--- src/rtl/excp_pkg.sv ---
`timescale 1ns/1ps
package excp_pkg;
  localparam int REG_W = 32;
  localparam int NUM_W = 9;

  // bit positions the core and software decode
  localparam int B_NMI_SET = 31;
  localparam int B_DSV_SET = 28;
  localparam int B_DSV_CLR = 27;
  localparam int B_TCK_SET = 26;
  localparam int B_TCK_CLR = 25;
  localparam int B_ANY     = 22;
  localparam int F_TOP_LO  = 12;
  localparam int B_BASE    = 11;
  localparam int F_ACT_LO  = 0;

  typedef enum int {SRC_NMI = 0, SRC_DSV = 1, SRC_TCK = 2} src_e;
  localparam int N_SRC = 3;

  typedef struct packed {
    logic set;
    logic clr;
  } wcmd_t;
endpackage

--- src/rtl/excp_wdec.sv ---
`timescale 1ns/1ps
module excp_wdec
  import excp_pkg::*;
(
  input  logic                        wr,
  input  logic [REG_W-1:0]            wdata,
  output wcmd_t [N_SRC-1:0]           cmd
);
  logic unused_wbits;
  assign unused_wbits = ^wdata;

  always_comb begin
    cmd = '0;
    cmd[SRC_NMI].set = wr & wdata[B_NMI_SET];
    cmd[SRC_DSV].set = wr & wdata[B_DSV_SET];
    cmd[SRC_DSV].clr = wr & wdata[B_DSV_CLR];
    cmd[SRC_TCK].set = wr & wdata[B_TCK_SET];
    cmd[SRC_TCK].clr = wr & wdata[B_TCK_CLR];
  end
endmodule

--- src/rtl/excp_flag.sv ---
`timescale 1ns/1ps
module excp_flag
  import excp_pkg::*;
#(
  parameter bit              HAS_CLR = 1'b1,
  parameter logic [NUM_W-1:0] EXC_NUM = '0
) (
  input  logic             clk,
  input  logic             rst_n,
  input  wcmd_t            cmd,
  input  logic             hw_set,
  input  logic             entry_stb,
  input  logic [NUM_W-1:0] entry_num,
  output logic             pend
);
  logic clr_eff, set_eff, hit, nxt;

  assign clr_eff = HAS_CLR & cmd.clr;
  assign set_eff = cmd.set | hw_set;
  assign hit     = entry_stb & (entry_num == EXC_NUM);

  // precedence: clear write, then set, then handler entry
  always_comb begin
    if (clr_eff)      nxt = 1'b0;
    else if (set_eff) nxt = 1'b1;
    else if (hit)     nxt = 1'b0;
    else              nxt = pend;
  end

  always_ff @(posedge clk) begin
    if (!rst_n) pend <= 1'b0;
    else        pend <= nxt;
  end
endmodule

--- src/rtl/excp_rdmux.sv ---
`timescale 1ns/1ps
module excp_rdmux
  import excp_pkg::*;
(
  input  logic [N_SRC-1:0] pend,
  input  logic [NUM_W-1:0] cur_active,
  input  logic [NUM_W-1:0] top_pend,
  input  logic             any_pend,
  input  logic             no_preempt,
  output logic [REG_W-1:0] rdata
);
  always_comb begin
    rdata = '0;
    rdata[B_NMI_SET] = pend[SRC_NMI];
    rdata[B_DSV_SET] = pend[SRC_DSV];
    rdata[B_TCK_SET] = pend[SRC_TCK];
    rdata[B_ANY]     = any_pend;
    rdata[F_TOP_LO +: NUM_W] = top_pend;
    rdata[B_BASE]    = no_preempt;
    rdata[F_ACT_LO +: NUM_W] = cur_active;
  end
endmodule

--- src/rtl/excp_pend_ctl.sv ---
`timescale 1ns/1ps
module excp_pend_ctl
  import excp_pkg::*;
#(
  parameter logic [NUM_W-1:0] NMI_NUM  = 9'd2,
  parameter logic [NUM_W-1:0] DSV_NUM  = 9'd14,
  parameter logic [NUM_W-1:0] TICK_NUM = 9'd15
) (
  input  logic             clk,
  input  logic             rst_n,
  input  logic             bus_wr,
  input  logic [REG_W-1:0] bus_wdata,
  output logic [REG_W-1:0] bus_rdata,
  input  logic             nmi_trig,
  input  logic             entry_stb,
  input  logic [NUM_W-1:0] entry_num,
  input  logic [NUM_W-1:0] cur_active,
  input  logic [NUM_W-1:0] top_pend,
  input  logic             any_pend,
  input  logic             no_preempt,
  output logic             nmi_pend,
  output logic             dsv_pend,
  output logic             tick_pend
);
  localparam logic [N_SRC-1:0][NUM_W-1:0] EXC_TBL = {TICK_NUM, DSV_NUM, NMI_NUM};

  wcmd_t [N_SRC-1:0] cmd;
  logic  [N_SRC-1:0] hw_set;
  logic  [N_SRC-1:0] pend;

  assign hw_set = {1'b0, 1'b0, nmi_trig};

  excp_wdec u_wdec (
    .wr    (bus_wr),
    .wdata (bus_wdata),
    .cmd   (cmd)
  );

  for (genvar i = 0; i < N_SRC; i++) begin : g_flag
    excp_flag #(
      .HAS_CLR (i != SRC_NMI),
      .EXC_NUM (EXC_TBL[i])
    ) u_flag (
      .clk       (clk),
      .rst_n     (rst_n),
      .cmd       (cmd[i]),
      .hw_set    (hw_set[i]),
      .entry_stb (entry_stb),
      .entry_num (entry_num),
      .pend      (pend[i])
    );
  end

  excp_rdmux u_rdmux (
    .pend       (pend),
    .cur_active (cur_active),
    .top_pend   (top_pend),
    .any_pend   (any_pend),
    .no_preempt (no_preempt),
    .rdata      (bus_rdata)
  );

  assign nmi_pend  = pend[SRC_NMI];
  assign dsv_pend  = pend[SRC_DSV];
  assign tick_pend = pend[SRC_TCK];
endmodule

--- config.mk ---
export PLATFORM = sky130hd
export DESIGN_NAME = excp_pend_ctl
export DESIGN_NICKNAME = d
export VERILOG_FILES = /design/src/rtl/excp_pkg.sv /design/src/rtl/excp_wdec.sv /design/src/rtl/excp_flag.sv /design/src/rtl/excp_rdmux.sv /design/src/rtl/excp_pend_ctl.sv
export SDC_FILE = /design/constraint.sdc
export NUM_CORES = 1
export LEC_CHECK = 0
export BUFFER_PORTS_ARGS = -buffer_cell sky130_fd_sc_hd__buf_4
export CORE_AREA = 2 2 48 50
export CTS_CLUSTER_DIAMETER = 100
export DETAILED_ROUTE_END_ITERATION = 10
export DIE_AREA = 0 0 50 52
export GPL_TIMING_DRIVEN = 0
export PLACE_DENSITY_LB_ADDON = 0.3
export SYNTH_ARGS = -nofsm -noshare
export SYNTH_HDL_FRONTEND = slang
export SYNTH_SLANG_ARGS = --single-unit
--- constraint.sdc ---
create_clock -name clk -period 1.05 [get_ports clk]
set_input_delay 0.21 -clock clk [delete_from_list [all_inputs] [get_ports clk]]
set_output_delay 0.21 -clock clk [all_outputs]
set_load 0.005 [all_outputs]
==> impl_metrics.csv <==
group,metric,value,unit
run_status,outcome,"finished, final reports clean",
final_layout,layout_common_cells,"75 x buf_4, 9 x conb_1, 6 x nand2_1, 5 x a21oi_1",
timing,fin_hold_ws,0.1910,ns
worst_setup_path,critical_path_class,"flop to output pin",
floorplanning,dieWidth,50,um
floorplanning,start_util,20.97,%
global_routing,antenna_found_initial,0,
floorplanning,dieArea,0.002600,mm2
global_routing,grt_pass1_vias,451,
cts,h-tree-depth,1,
drt,wl_per_cell,8.612,um
timing,setup_viol,0,
pwr,power,0.6023,mW
pwr,p_sw_share,24.00,%
drt,drt-initial-drc-count,2,
final_layout,largest_reg_flops,3,
timing,hold_violations,0,
global_routing,grt_usage,8.526,%
drt,vias,500,
final_layout,area_delta_synth_final,93.77,%
pwr,intPower,0.4577,mW
min_path,hold_path_class,"input pin to flop",
yosys,synth_cell_types,14,
global_routing,grt_max_degree,9,
cts,clk_latency,0.23,ns
cts,cts-root-buf,"clkbuf_4",
placed_design,placed_cell_area,829.5,um2
pwr,ir_drop,0.0004195,V
drt,vias_per_cell,3.597,
pwr,p_seq_share,21.2,%
final_layout,fin_area,855.8,um2
placed_design,gp_congestion,0.6458,
cts,clock_path_buffers,2,
cts,cts_tree,"yes",
floorplanning,ios,101,
run,drv_cap,0,
final_layout,reg_top3,"g_flag.u_flag.pend: 3 flops",
timing,period_minus_slack,1.004,ns
yosys,yosysWarningCount,0,
pwr,p_switching,0.1445,mW
final_layout,nets,178,
cts,clkSinkCount,3,
yosys,syn_area_per_cell,7.887,um2
timing,rsz0062_at_grt,"false",
yosys,synthesis.area,441.7,um2
drt,drt_wl_total,1197,um
yosys,syn_inst,56,
drt,ant_nets,0,
cts,cts_resized,0,
worst_setup_path,cp-end-kind,"output pin",
final_layout,num-fill-cells,220,
worst_setup_path,cp_max_fo,3,
timing,min_period_over_period,95.67,%
timing,worst_clock_skew,0,ns
global_routing,grt_pass1_wl,1718,um
pwr,power_density,703.7,mW/mm2
cts,ctsHoldBuffers,0,
pwr,combPwrFrac,45.5,%
final_layout,diodes,0,
timing,final_max_slew_viol_count,0,
final_layout,final_cell_count_no_fill,139,
worst_setup_path,start_kind,"flop",
yosys,synth_seq_cells,3,
cts,postCtsSetupRepairBufs,0,
final_layout,top_register,"g_flag.u_flag.pend",
timing,tns,0,ns
global_routing,grt_overflow,0,
floorplanning,core,0.002106,mm2
cts,cts_buffers,3,
yosys,synth-seq-area-share,13.60,%
drt,dr.pass1.iters,4,
placed_design,dp_cells,135,
placed_design,io_buffers,43,
floorplanning,row_count,17,
pwr,p_leak,0.4945,nW
worst_setup_path,crit_required,0.84,ns
timing,fmax,995.5,MHz
floorplanning,die_h,52,um
pwr,pwr-share-clk,33.3,%
final_layout,final_common_cell,"buf_4",
final_layout,drive_gt1_share,73.87,%
cts,path_clk_slew,0.04,ns
worst_setup_path,arrival,0.79,ns
drt,route.detailed.drc,0,
-- power by group through the flow --
stage	sequential (mW)	clock [mW]	combinational [mW]
floorplan	0.129	0	0.132
global placement	0.130	0	0.271
CTS	0.128	0.206	0.276
global route	0.129	0.210	0.298
detailed placement	0.130	0	0.276
finish	0.128	0.200	0.274
-- cells by family after synthesis --
logic type,synth area share [%]
buffers and inverters,55.52
and+or+nand+nor,15.30
AOI/OAI and AO/OA,14.73
DFF,13.60
other,0.8490
-- per-layer routing --
| layer | vias up | share of wire [%] | track usage (%) | routed length [um] |
|---|---|---|---|---|
| li1 | 255 | - | - | - |
| met4 | 0 | 1.4 | 5.556 | 17 |
| met3 | 2 | 9.6 | 1.149 | 115 |
| met1 | 210 | 30 | 7.586 | 355 |
| met2 | 33 | 59 | 17.54 | 708 |
| met5 | - | 0 | 0 | 0 |
-- worst paths after layout --
path / slack, ns / depth (start not counted) / to / from
setup reg to reg: 0.26 / 3 / g_flag[0].u_flag.pend / g_flag[0].u_flag.pend
hold reg to reg: 0.53 / 2 / g_flag[2].u_flag.pend / g_flag[2].u_flag.pend
setup / recovery: 0.05 / 2 / bus_rdata[26] / g_flag[2].u_flag.pend
hold / removal: 0.19 / 2 / g_flag[2].u_flag.pend / entry_num[0]
-- cells in the mapped netlist --
cell,instances,area (um2)
and4b_1,1,10.01
conb_1,1,3.750
a211oi_1,1,7.510
dfxtp_1,3,60.06
a211o_1,1,8.760
buf_4,32,240.2
nand2_1,6,22.52
and3_2,1,7.510
a21oi_1,5,25.02
nor2_1,1,3.750
a311oi_1,1,8.760
clkbuf_2,1,5.000
nor4b_4,1,23.77
a2111oi_2,1,15.01
-- final cells by class --
type	instances	area, um2	share of cell area (%)
clock buffers	4	26.28	3.070
multi-input cells	28	166.4	19.44
repair buffers	43	322.8	37.72
flip-flops and latches	3	60.06	7.018
plain buffers	33	245.2	28.65
well taps	28	35.03	4.094
-- worst max-delay path, stage by stage (launching register included) --
cell	delay, ns
dfxtp_1	0.32
buf_4	0.13
buf_4	0.12
-- stage by stage --
step / worst slack (ns) / util [%]
floorplan: 0.1903 / -
global placement: 0.006610 / 39.39
detailed placement: -0.008005 / 39.39
CTS: 0.03398 / 40.64
global route: 0.01789 / 40.64
finish: 0.04550 / 40.64
No activity file was read; power rests on OpenSTA's default activity.
